### src/rtl/inep_pkg.sv
package inep_pkg;
  localparam int unsigned NBUF = 2;

  typedef enum logic [1:0] {
    RESP_IDLE,
    RESP_NAK,
    RESP_DATA
  } resp_e;
endpackage

### src/rtl/inep_store.sv
module inep_store #(
  parameter int unsigned DEPTH  = 64,
  parameter int unsigned DATA_W = 8,
  localparam int unsigned AW    = $clog2(DEPTH)
) (
  input  logic              clk_i,
  input  logic              we_i,
  input  logic              wsel_i,
  input  logic [AW-1:0]     waddr_i,
  input  logic [DATA_W-1:0] wdata_i,
  input  logic              rsel_i,
  input  logic [AW-1:0]     raddr_i,
  output logic [DATA_W-1:0] rdata_o
);
  import inep_pkg::*;

  logic [DATA_W-1:0] bank_rd [NBUF];

  for (genvar b = 0; b < NBUF; b++) begin : g_bank
    logic [DATA_W-1:0] mem_q [DEPTH];
    always_ff @(posedge clk_i) begin
      if (we_i && (wsel_i == 1'(b))) mem_q[waddr_i] <= wdata_i;
    end
    assign bank_rd[b] = mem_q[raddr_i];
  end

  assign rdata_o = bank_rd[rsel_i];
endmodule

### src/rtl/inep_own_ctrl.sv
module inep_own_ctrl #(
  parameter int unsigned CNT_W = 7
) (
  input  logic             clk_i,
  input  logic             rst_ni,
  input  logic             bc_wr_i,
  input  logic [CNT_W-1:0] bc_i,
  input  logic             rel_i,
  output logic             avail_o,
  output logic             cpu_sel_o,
  output logic             tx_sel_o,
  output logic             tx_armed_o,
  output logic [CNT_W-1:0] tx_cnt_o
);
  import inep_pkg::*;

  logic [NBUF-1:0]  armed_q;
  logic [CNT_W-1:0] cnt_q [NBUF];
  logic             cpu_sel_q, tx_sel_q;
  logic             load_ok;

  assign avail_o = ~armed_q[cpu_sel_q];
  assign load_ok = bc_wr_i & avail_o;

  // load_ok implies cpu buffer free, rel_i implies tx buffer armed: distinct bits
  always_ff @(posedge clk_i or negedge rst_ni) begin
    if (!rst_ni) begin
      armed_q   <= '0;
      cpu_sel_q <= 1'b0;
      tx_sel_q  <= 1'b0;
      for (int i = 0; i < NBUF; i++) cnt_q[i] <= '0;
    end else begin
      if (load_ok) begin
        armed_q[cpu_sel_q] <= 1'b1;
        cnt_q[cpu_sel_q]   <= bc_i;
        cpu_sel_q          <= ~cpu_sel_q;
      end
      if (rel_i) begin
        armed_q[tx_sel_q] <= 1'b0;
        tx_sel_q          <= ~tx_sel_q;
      end
    end
  end

  assign cpu_sel_o  = cpu_sel_q;
  assign tx_sel_o   = tx_sel_q;
  assign tx_armed_o = armed_q[tx_sel_q];
  assign tx_cnt_o   = cnt_q[tx_sel_q];
endmodule

### src/rtl/inep_tok_seq.sv
module inep_tok_seq #(
  parameter int unsigned CNT_W = 7
) (
  input  logic             clk_i,
  input  logic             rst_ni,
  input  logic             bus_reset_i,
  input  logic             in_tok_i,
  input  logic             ack_i,
  input  logic             err_i,
  input  logic             tx_armed_i,
  input  logic             tx_sel_i,
  input  logic [CNT_W-1:0] tx_cnt_i,
  output logic             rel_o,
  output logic             send_o,
  output logic             nak_o,
  output logic             send_buf_o,
  output logic [CNT_W-1:0] send_cnt_o,
  output logic             send_tog_o
);
  import inep_pkg::*;

  resp_e            resp_d;
  logic             inflight_q, tog_q, send_q, nak_q, buf_q;
  logic [CNT_W-1:0] cnt_q;

  always_comb begin
    resp_d = RESP_IDLE;
    if (in_tok_i) resp_d = tx_armed_i ? RESP_DATA : RESP_NAK;
  end

  assign rel_o = ack_i & inflight_q;

  always_ff @(posedge clk_i or negedge rst_ni) begin
    if (!rst_ni) begin
      inflight_q <= 1'b0;
      tog_q      <= 1'b0;
      send_q     <= 1'b0;
      nak_q      <= 1'b0;
      buf_q      <= 1'b0;
      cnt_q      <= '0;
    end else begin
      send_q <= (resp_d == RESP_DATA);
      nak_q  <= (resp_d == RESP_NAK);
      if (rel_o) begin
        inflight_q <= 1'b0;
        tog_q      <= ~tog_q;
      end else if (err_i) begin
        inflight_q <= 1'b0;
      end
      if (resp_d == RESP_DATA) begin
        inflight_q <= 1'b1;
        buf_q      <= tx_sel_i;
        cnt_q      <= tx_cnt_i;
      end
      if (bus_reset_i) begin
        tog_q      <= 1'b0;
        inflight_q <= 1'b0;
      end
    end
  end

  assign send_o     = send_q;
  assign nak_o      = nak_q;
  assign send_buf_o = buf_q;
  assign send_cnt_o = cnt_q;
  assign send_tog_o = tog_q;
endmodule

### src/rtl/inep_top.sv
module inep_top #(
  parameter int unsigned DEPTH  = 64,
  parameter int unsigned DATA_W = 8,
  localparam int unsigned AW    = $clog2(DEPTH),
  localparam int unsigned CNT_W = $clog2(DEPTH + 1)
) (
  input  logic              clk_i,
  input  logic              rst_ni,
  input  logic              bus_reset_i,
  input  logic              wr_en_i,
  input  logic [AW-1:0]     wr_addr_i,
  input  logic [DATA_W-1:0] wr_data_i,
  input  logic              bc_wr_i,
  input  logic [CNT_W-1:0]  bc_i,
  output logic              avail_o,
  input  logic              in_tok_i,
  input  logic              ack_i,
  input  logic              err_i,
  output logic              nak_o,
  output logic              send_o,
  output logic              send_buf_o,
  output logic [CNT_W-1:0]  send_cnt_o,
  output logic              send_tog_o,
  input  logic [AW-1:0]     rd_addr_i,
  output logic [DATA_W-1:0] rd_data_o
);
  logic             ack_ok, cpu_sel, tx_sel, tx_armed;
  logic [CNT_W-1:0] tx_cnt;

  inep_own_ctrl #(.CNT_W(CNT_W)) u_ctrl (
    .clk_i      (clk_i),
    .rst_ni     (rst_ni),
    .bc_wr_i    (bc_wr_i),
    .bc_i       (bc_i),
    .rel_i      (ack_ok),
    .avail_o    (avail_o),
    .cpu_sel_o  (cpu_sel),
    .tx_sel_o   (tx_sel),
    .tx_armed_o (tx_armed),
    .tx_cnt_o   (tx_cnt)
  );

  inep_tok_seq #(.CNT_W(CNT_W)) u_seq (
    .clk_i       (clk_i),
    .rst_ni      (rst_ni),
    .bus_reset_i (bus_reset_i),
    .in_tok_i    (in_tok_i),
    .ack_i       (ack_i),
    .err_i       (err_i),
    .tx_armed_i  (tx_armed),
    .tx_sel_i    (tx_sel),
    .tx_cnt_i    (tx_cnt),
    .rel_o       (ack_ok),
    .send_o      (send_o),
    .nak_o       (nak_o),
    .send_buf_o  (send_buf_o),
    .send_cnt_o  (send_cnt_o),
    .send_tog_o  (send_tog_o)
  );

  // CPU writes only while it owns a free buffer
  inep_store #(.DEPTH(DEPTH), .DATA_W(DATA_W)) u_store (
    .clk_i   (clk_i),
    .we_i    (wr_en_i & avail_o),
    .wsel_i  (cpu_sel),
    .waddr_i (wr_addr_i),
    .wdata_i (wr_data_i),
    .rsel_i  (send_buf_o),
    .raddr_i (rd_addr_i),
    .rdata_o (rd_data_o)
  );
endmodule

### config.mk
export PLATFORM = sky130hd
export DESIGN_NAME = inep_top
export DESIGN_NICKNAME = d
export VERILOG_FILES = /design/src/rtl/inep_pkg.sv /design/src/rtl/inep_store.sv /design/src/rtl/inep_own_ctrl.sv /design/src/rtl/inep_tok_seq.sv /design/src/rtl/inep_top.sv
export SDC_FILE = /design/constraint.sdc
export NUM_CORES = 1
export LEC_CHECK = 0
export ABC_AREA = 1
export BUFFER_PORTS_ARGS = -buffer_cell sky130_fd_sc_hd__buf_2
export CAP_MARGIN = 25
export CELL_PAD_IN_SITES_DETAIL_PLACEMENT = 0
export CELL_PAD_IN_SITES_GLOBAL_PLACEMENT = 2
export CORE_ASPECT_RATIO = 1.1
export CORE_UTILIZATION = 34
export DETAILED_ROUTE_END_ITERATION = 7
export MAX_ROUTING_LAYER = met4
export PLACE_DENSITY_LB_ADDON = 0.05
export SYNTH_ARGS = -nofsm -noshare
export SYNTH_HDL_FRONTEND = slang
export SYNTH_SLANG_ARGS = --single-unit
### constraint.sdc
create_clock -name clk_i -period 2.09 [get_ports clk_i]
set_input_delay 0.1045 -clock clk_i [delete_from_list [all_inputs] [get_ports clk_i]]
set_output_delay 0.1045 -clock clk_i [all_outputs]
set_load 0.1 [all_outputs]
=== Yosys cells after proc, flatten, opt, wreduce, memory -nomap -nowiden ===
Memory sizes are Yosys's and may differ from the RTL's.
Index checks and enable logic that the tools add are counted.

* Reductions and logical operators: 7
* Bitwise gates (word level): 13
* Eq/ne operators: 2
* Multiplexer cells: 31
* Order comparisons: 8

{| class="wikitable"
|+ Operator list
! operator !! number
|-
| 2-to-1 mux 7 bit || 4
|-
| 2-to-1 mux 8 bit || 3
|-
| 2-to-1 mux 1 bit || 16
|-
| bitwise mux 14 bit || 1
|-
| 2-to-1 mux 2 bit || 4
|-
| demux 7 bit (select 1 bit) || 1
|-
| >= comparator 2 bit (second input constant) || 3
|-
| NOT 1 -> 2 bit || 3
|-
| logical AND 1 bit || 5
|-
| less-than comparator 1 x 2 -> 1 bit (second input constant) || 2
|-
| NOT 1 bit || 4
|-
| nonzero test 4 bit || 1
|-
| bitwise AND 1 bit || 3
|-
| bitwise AND 2 bit || 1
|-
| demux 1 bit (select 1 bit) || 2
|-
| == test 2 x 1 -> 1 bit (second input constant) || 1
|-
| == test 2 bit (second input constant) || 1
|-
| >= comparator 1 bit (second input constant) || 2
|-
| less-than comparator 2 x 1 -> 1 bit (second input constant) || 1
|-
| NOT 2 bit || 1
|-
| bitwise OR 2 bit || 1
|-
| nonzero test 2 bit || 1
|}

* Output and inout port bits: 20
* Logic and storage cells: 74
* Input bits: 35
* Bits in writable memories: 1024
* Memories: 2
* Register bits: 30

{| class="wikitable"
|+ Memory list
! name !! depth !! bits a word !! read ports !! clocked after Yosys merged registers in !! write ports !! line !! RTL
|-
| u_store.g_bank[0].mem_q || 64 || 8 || 1 || 0 || 1 || inep_store.sv:20 || <nowiki>logic [DATA_W-1:0] mem_q [DEPTH];</nowiki>
|-
| u_store.g_bank[1].mem_q || 64 || 8 || 1 || 0 || 1 || inep_store.sv:20 ||
|}

=== Depth between registers and ports, before layout ===
Gate-level depths: netlist of the first run.

* Word-level depth: 8
* Mapped depth: 14
* Depth with buffers taken out: 11

=== Modules after synthesis ===
Synthesis of the first run repeated with hierarchy kept, for this count alone.

* Cell total of the unflattened synthesis: 3720
* Area total of the unflattened synthesis: 43541.8 sq um

{| class="wikitable"
|+ Modules (own cells, without submodules)
! module !! cells each !! area each (sq um) !! instances !! sequential area each (sq um)
|-
| inep_store || 3563 || 42220.5 || 1 || 30749.5
|-
| inep_own_ctrl || 105 || 857.1 || 1 || 450.4
|-
| inep_tok_seq || 50 || 456.7 || 1 || 300.3
|-
| inep_top || 2 || 7.5 || 1 || 0.0
|}

=== Worst setup path after synthesis of the first run ===
No wires, ideal clock.

* Path kind: register to output
* Start: reg u_seq.buf_q, in the netlist u_seq.send_buf_o
* End: out rd_data_o[0]
* Stages on the path, launching flop included: 5
* Arrival time: 2030 ps
* Slack: -44 ps
* Data required time: 1986 ps
* Buffers on the path: 1
* Cells stage by stage: dfrtp_1 buf_2 clkinv_1 nand2_1 nand2_1

* Cells in the longest elaborated chain, start to end: 4

{| class="wikitable"
|+ Ends and longest elaborated chain
! what !! line !! RTL
|-
| start: declaration || inep_tok_seq.sv:23 || <nowiki>logic inflight_q, tog_q, send_q, nak_q, buf_q;</nowiki>
|-
| start signal: assignment || inep_tok_seq.sv:52 || <nowiki>buf_q <= tx_sel_i;</nowiki>
|-
| NOT 1 -> 2 bit (implied by the code) || inep_store.sv:27 || <nowiki>assign rdata_o = bank_rd[rsel_i];</nowiki>
|-
| 2-to-1 mux 8 bit (implied by the code) (3 in a row) || inep_store.sv:27 ||
|-
| end: declaration || inep_top.sv:25 || <nowiki>output logic [DATA_W-1:0] rd_data_o</nowiki>
|}

No other way between the ends. The select of a mux whose other input is x is not followed.

=== Final worst setup path of the first run ===
* Start: mem u_store.g_bank[1].mem_q[63][6]
* End: out rd_data_o[6]

* Cells in the longest elaborated chain, start to end: 4

{| class="wikitable"
|+ Ends and longest elaborated chain
! what !! line
|-
| start: declaration || inep_store.sv:20
|-
| memory read (64 x 8 bit) || --
|-
| 2-to-1 mux 8 bit (implied by the code) (3 in a row) || inep_store.sv:27
|}

No other way between the ends. The select of a mux whose other input is x is not followed.

==> results of run 1 <==
## final cells by class
type	instances	area [sq um]
Fill cell	11900	72700
Sequential cell	1054	31500
Multi-Input combinational cell	2416	11900
Timing Repair Buffer	452	4540
Clock buffer	148	3040
Tap cell	1668	2090
Clock inverter	67	676
Inverter	29	136
Antenna cell	6	15.0
## cells in the final DEF, fill, tap and decap left out, types with 2 or more instances in the layout
master         Yosys  layout
nand2_1         1311    1219
edfxtp_1        1024    1024
nand3_1          929     722
buf_4             21     294
nand3_2            0     181
nor2_1           136     136
clkbuf_16          0     117
buf_12             0      90
nand2_2            0      67
buf_2            116      34
clkbuf_1          44      31
dfrtp_1           30      29
nand3_4            0      26
nand2_4            0      25
clkinv_1           1      25
dlygate4sd3_1      0      25
inv_1             25      24
clkinv_2           0      21
bufinv_16          0      13
nor3_1            20      12
nor3_2             0       8
a31oi_1            7       7
buf_6             45       7
diode_2            0       6
o21ai_0            5       5
inv_6              0       4
a22oi_1            2       2
clkinvlp_4         0       2
clkinv_8           0       2
buf_8              1       2
## routing by layer
layer	part of all wire (%)	vias up	wire length (microns)	track usage, %
li1	-	13800	-	-
met1	44	14800	61700	29.1
met2	49	601	68600	36.5
met3	4.9	165	6830	3.64
met4	2.0	0	2760	5.70
met5	0	-	0	-
## logic make-up after synthesis
logic type             after synthesis  share of synthesized area, %
AND/OR/NAND/NOR                   2399                          23.5
flip-flops                        1054                          72.6
buffers and inverters              268                          3.66
AO/OA/AOI/OAI                       16                         0.216
XOR/XNOR                             1                        0.0202
## timing repair
item / CTS / global route
hold buffers: 26 / 0
resized for setup: 245 / 110
pin swaps: 98 / 86
hold endpoints to repair: 494 / 0
endpoints found under the setup margin: 9 / 8
## power by group through the flow
stage	Combinational [W]	Sequential, W	Clock [W]
floorplan	0.00283	0.0248	0
global placement	0.00642	0.0241	0
detailed placement	0.00642	0.0241	0
CTS	0.00671	0.0237	0.0208
global route	0.00719	0.0237	0.0216
finish	0.00673	0.0237	0.0203
## metrics by stage
step / total power [W] / cell area (sq um) / instances / hold slack, ps
2_1_floorplan: 0.0276 / 43400 / 3738 / -191
3_3_place_gp: 0.0305 / 48400 / 5596 / 171
3_5_place_dp: 0.0305 / 48400 / 5596 / 186
4_1_cts: 0.0512 / 53400 / 5834 / 5.46
5_1_grt: 0.0524 / 53900 / 5837 / 52.7
6_report: 0.0507 / 53900 / 5840 / 70.4
## flip-flops by register name, summed over array words and instances (netlist names)
| register | cells |
|---|---|
| u_seq.send_buf_o | 1 |
| u_seq.send_tog_o | 1 |
| u_ctrl.cnt_q | 14 |
| u_seq.inflight_q | 1 |
| u_store.g_bank.mem_q | 1024 |
| u_seq.send_cnt_o | 7 |
| u_ctrl.tx_sel_o | 1 |
| u_ctrl.cpu_sel_o | 1 |
| u_seq.nak_o | 1 |
| u_seq.send_o | 1 |
| u_ctrl.armed_q | 2 |
## worst min-delay path: stages
cell	delay (ps)
dlygate4sd3_1	510
buf_2	100
a21oi_1	40
## final timing paths
check / end / startpoint / slack, ps
max: rd_data_o[6] / u_store.g_bank[1].mem_q[63][6] / -290
min: u_seq.inflight_q / bus_reset_i / 70
max reg2reg: u_store.g_bank[1].mem_q[1][6] / u_ctrl.armed_q[1] / 260
min reg2reg: u_ctrl.cnt_q[2] / u_ctrl.cnt_q[2] / 480
max in group asynchronous: u_seq.send_buf_o / rst_ni / 1510
min in group asynchronous: u_seq.send_o / rst_ni / 390
==> flow_metrics.py, run 1 <==
metrics = {
    "timing": {
        "hold_violations": 0,
        "fin_ws_ps": -289,
        "setup_tns_ps": -2000,
        "period_share_pct": 114,
        "max_clock_freq_mhz": 420,
        "fin_skew_ps": 24.1,
        "drv_slew": 0,
        "rsz0062_at_grt": "yes",
        "relSlewSlack_pct": 54.8,
        "min_period_ps": 2380,
        "finalSetupViolCount": 8,
        "worst_pin_slew_ps": 678,
    },
    "cts": {
        "insertion_delay_ps": 720,
        "path_clk_slew_ps": 60,
        "cts.sinks": 1054,
        "cts_made_buffers": 115,
        "cts_tree": "built",
        "cts.htree.levels": 3,
        "clk_path_buf_depth": 3,
        "cts_setup_buffers": 0,
        "cts-root-buf": "clkbuf_16",
    },
    "power_and_ir_drop": {
        "sw_frac_of_total_pct": 26.6,
        "switchingPower_w": 0.0135,
        "vdd_drop_max_mv": 0.650,
        "power_frac_comb_pct": 13.3,
        "powerDensity_nw_per_um2": 940,
        "p_int_w": 0.0372,
        "seqPwrFrac_pct": 46.6,
        "leakage_nw": 19.7,
        "power_frac_clock_pct": 40.1,
    },
    "synth": {
        "syn-num-nets": 3773,
        "syn_inst": 3738,
        "netlist_top_cells_area": "edfxtp_1 71%, nand2_1 11%, nand3_1 11%",
        "synth_most_common_cell": "nand2_1",
        "syn_area_per_cell_sq_um": 11.6,
        "synth-seq-cells": 1054,
        "ys_warn_count": 0,
        "ys_types": 25,
        "yosys-top-cells-count": "1,311 x nand2_1, 1,024 x edfxtp_1, 929 x nand3_1",
        "synth_top_area_share_pct": 70.9,
        "synth_flop_cell": "edfxtp_1",
        "synth_edf_count": 1024,
        "synthArstFlopShare_pct": 2.85,
        "syn_area_sq_um": 43400,
        "seq_area_frac_synth_pct": 72.6,
        "synth_top_area_cell": "edfxtp_1",
    },
    "outcome": {
        "violations": "design-rule violations, negative setup slack",
        "outcome": "finished with violations",
    },
    "routing": {
        "drt_wl_total_microns": 140000,
        "routed_via_density": 5.04,
        "postRouteAntennaNets": 0,
        "via_count": 29400,
        "drt-pass1-iter-count": 7,
        "drc": 6,
        "wl_per_cell_microns": 24.0,
        "dr.first_iter.drc_count": 2233,
    },
    "critical_path": {
        "worstPathRequired_ps": 1990,
        "end_kind": "output pin",
        "cp_num_buf_inv": 2,
        "start_kind": "flop",
        "path_max_fanout": 1,
        "cp.depth": 12,
        "path_delay_family": "simple AND/OR/NAND/NOR gates",
        "cp_common_cell": "nand3_2",
        "worstPathArrival_ps": 2270,
        "path_class": "flop to output pin",
        "max_stage_delay_ps": 350,
        "cpMaxStageDelayCell": "edfxtp_1",
        "ff2ff_path_depth": 5,
        "crit_chain": "nand2_1 -> nand3_2 -> nand3_2 -> nand3_2 -> nand2_2 -> nand2_1 -> nand3_2 -> buf_6 -> nand2_4 -> nand2_4 -> nand2_4 -> buf_12",
    },
    "finish": {
        "syn_to_final_growth_pct": 24.3,
        "utilization_pct": 42.6,
        "nets": 4103,
        "drive_above_1_share_pct": 21.6,
    },
    "die": {
        "ios": 55,
        "fp.dieW_microns": 343,
        "rows": 137,
        "start_util_pct": 34.3,
        "die_area_sq_um": 129000,
        "core_sq_um": 127000,
        "chipHeight_microns": 377,
    },
    "job": {
        "cap_violations": 0,
    },
    "placed_design": {
        "gp_congestion": 0.820,
        "portBuffers": 54,
        "dp_hpwl_microns": 89900,
        "preCtsSetupSlack_ps": -499,
    },
    "global_route": {
        "gr-total-overflow": 0,
        "antenna_found_initial": 9,
        "grt_max_degree": 88,
        "grt_usage_pct": 22.4,
        "grt_pass1_vias": 29900,
        "grt_pass1_wl_microns": 204000,
    },
    "min_path": {
        "min_path_cells": 3,
        "hp-class": "input port to flop",
    },
}
No activity file was read; power rests on OpenSTA's default activity.
==> run 2: changes to the inputs <==
--- a/config.mk
+++ b/config.mk
@@ -14,7 +14,7 @@
 export CORE_UTILIZATION = 34
 export DETAILED_ROUTE_END_ITERATION = 7
 export MAX_ROUTING_LAYER = met4
-export PLACE_DENSITY_LB_ADDON = 0.05
+export PLACE_DENSITY = 0.68
 export SYNTH_ARGS = -nofsm -noshare
 export SYNTH_HDL_FRONTEND = slang
 export SYNTH_SLANG_ARGS = --single-unit
==> flow_metrics.py, run 2 (synthesis results as in run 1) <==
metrics = {
    "cts": {
        "cts_made_buffers": 113,
        "cts.htree.levels": 3,
        "cts_tree": "built",
        "cts.sinks": 1054,
        "cts_setup_buffers": 0,
        "insertion_delay_ps": 730,
        "cts-root-buf": "clkbuf_16",
        "path_clk_slew_ps": 60,
        "clk_path_buf_depth": 3,
    },
    "power_and_ir_drop": {
        "p_total_w": 0.0515,
        "vdd_drop_max_mv": 1.18,
        "powerDensity_nw_per_um2": 942,
        "leakage_nw": 19.9,
    },
    "routing": {
        "drt-pass1-iter-count": 8,
        "postRouteAntennaNets": 0,
        "dr.first_iter.drc_count": 2056,
        "drt_wl_total_microns": 132000,
        "drc": 6,
        "routed_via_density": 5.00,
        "via_count": 29000,
        "wl_per_cell_microns": 22.7,
    },
    "min_path": {
        "hp-class": "input port to flop",
    },
    "timing": {
        "worst_pin_slew_ps": 930,
        "fin_skew_ps": 28.3,
        "min_period_ps": 2330,
        "period_share_pct": 112,
        "rsz0062_at_grt": "yes",
        "hold_violations": 0,
        "relSlewSlack_pct": 38.0,
        "fin_ws_ps": -245,
        "finalSetupViolCount": 8,
        "holdWs_ps": 66.9,
        "max_clock_freq_mhz": 428,
        "drv_slew": 0,
    },
    "placed_design": {
        "dp_hpwl_microns": 84800,
        "portBuffers": 54,
        "gp_congestion": 0.821,
        "placedCellCount": 5564,
    },
    "critical_path": {
        "worstPathArrival_ps": 2230,
        "path_max_fanout": 1,
        "path_class": "flop to output pin",
        "worstPathRequired_ps": 1990,
        "start_kind": "flop",
        "end_kind": "output pin",
    },
    "die": {
        "chipHeight_microns": 377,
        "core_sq_um": 127000,
        "start_util_pct": 34.3,
        "fp.dieW_microns": 343,
        "die_area_sq_um": 129000,
        "ios": 55,
        "rows": 137,
    },
    "global_route": {
        "grt_usage_pct": 21.1,
        "grt_pass1_vias": 28600,
        "grt_pass1_wl_microns": 195000,
        "antenna_found_initial": 1,
        "gr-total-overflow": 0,
        "grt_max_degree": 65,
    },
    "finish": {
        "utilization_pct": 43.1,
        "final_common_cell": "nand2_1",
        "max_flop_register": "u_store.g_bank.mem_q",
        "drive_above_1_share_pct": 24.8,
        "num-fill-cells": 11800,
        "stdcell_count": 5802,
        "syn_to_final_growth_pct": 25.9,
        "nets": 4071,
        "largest_reg_flops": 1024,
        "final_cell_mix": "1,192 x nand2_1, 1,024 x edfxtp_1, 616 x nand3_1, 272 x buf_4, 270 x nand3_2",
        "multi_input_area_sq_um": 12800,
        "seq_area_sq_um": 31500,
    },
    "outcome": {
        "outcome": "finished with violations",
        "violations": "design-rule violations, negative setup slack",
    },
    "job": {
        "cap_violations": 0,
    },
}
==> run 2: cell types whose count changed in the layout (fill, tap and decap cells not counted), moves of 8 or more <==
cell      previous run  this run
nand3_1            722       616
nand3_2            181       270
nand2_1           1219      1192
buf_4              294       272
nand2_4             25        44
nand3_4             26        43
clkbuf_1            31        17
clkbuf_8             0         8
clkinv_1            25        17
nand2_2             67        75
==> run 2: area by class of cell <==
cell class,count,area share [%]
clock inverters,72,1.60
repair buffers,422,7.73
diodes,1,0.00458
clock buffers,140,5.59
multi-input cells,2416,23.4
flip-flops and latches,1054,57.7
well taps,1668,3.82
inverters,29,0.250
==> run 2: repair_timing <==
| action | CTS | global route |
|---|---|---|
| hold buffers | 25 | 0 |
| hold endpoints to repair | 509 | 0 |
| resized for setup | 339 | 178 |
| cloned | 0 | 0 |
| endpoints found under the setup margin | 9 | 8 |
| pin swaps | 126 | 165 |
==> run 2: final timing paths <==
path	depth (start not counted)	startpoint	to	slack, ps
max	11	u_store.g_bank[1].mem_q[33][7]	rd_data_o[7]	-240
min	3	bus_reset_i	u_seq.inflight_q	70
max reg2reg	5	u_ctrl.cpu_sel_o	u_store.g_bank[0].mem_q[56][6]	270
min reg2reg	2	u_ctrl.cnt_q[1]	u_ctrl.cnt_q[1]	470
max in group asynchronous	4	rst_ni	u_seq.send_buf_o	1460
min in group asynchronous	4	rst_ni	u_ctrl.cnt_q[11]	440
==> run 2: where the power goes <==
group	total (W)	switching (W)	leakage [nW]	internal [W]
clock	0.0211	0.00848	1.90	0.0126
sequential	0.0237	0.000210	9.57	0.0235
combinational	0.00670	0.00483	8.42	0.00187
==> run 2: metrics by stage <==
stage | setup TNS (ps) | cell area [sq um] | setup slack (ps)
after floorplan | 0 | 43400 | 232
after global placement | -2270 | 48100 | -355
after detailed placement | -2060 | 48100 | -345
after CTS | -2210 | 53800 | -283
after global routing | -2400 | 54600 | -309
final | -1730 | 54600 | -245
==> run 2: per-layer routing <==
| layer | wire length, microns | vias to the layer above | GRT usage, % |
|---|---|---|---|
| li1 | - | 13700 | - |
| met1 | 59300 | 14400 | 28.6 |
| met2 | 63800 | 657 | 33.7 |
| met3 | 6080 | 160 | 2.51 |
| met4 | 2630 | 0 | 5.38 |
| met5 | 0 | - | - |
==> run 2: worst max-delay path, stage by stage, from the launching register on <==
cell and delay, ps:
edfxtp_1 370, nand2_1 110, nand3_2 110, nand3_4 100
nand3_4 100, nand2_1 80, nand2_1 60, nand3_2 130
nand2_1 80, nand2_2 70, nand2_4 80, buf_12 170
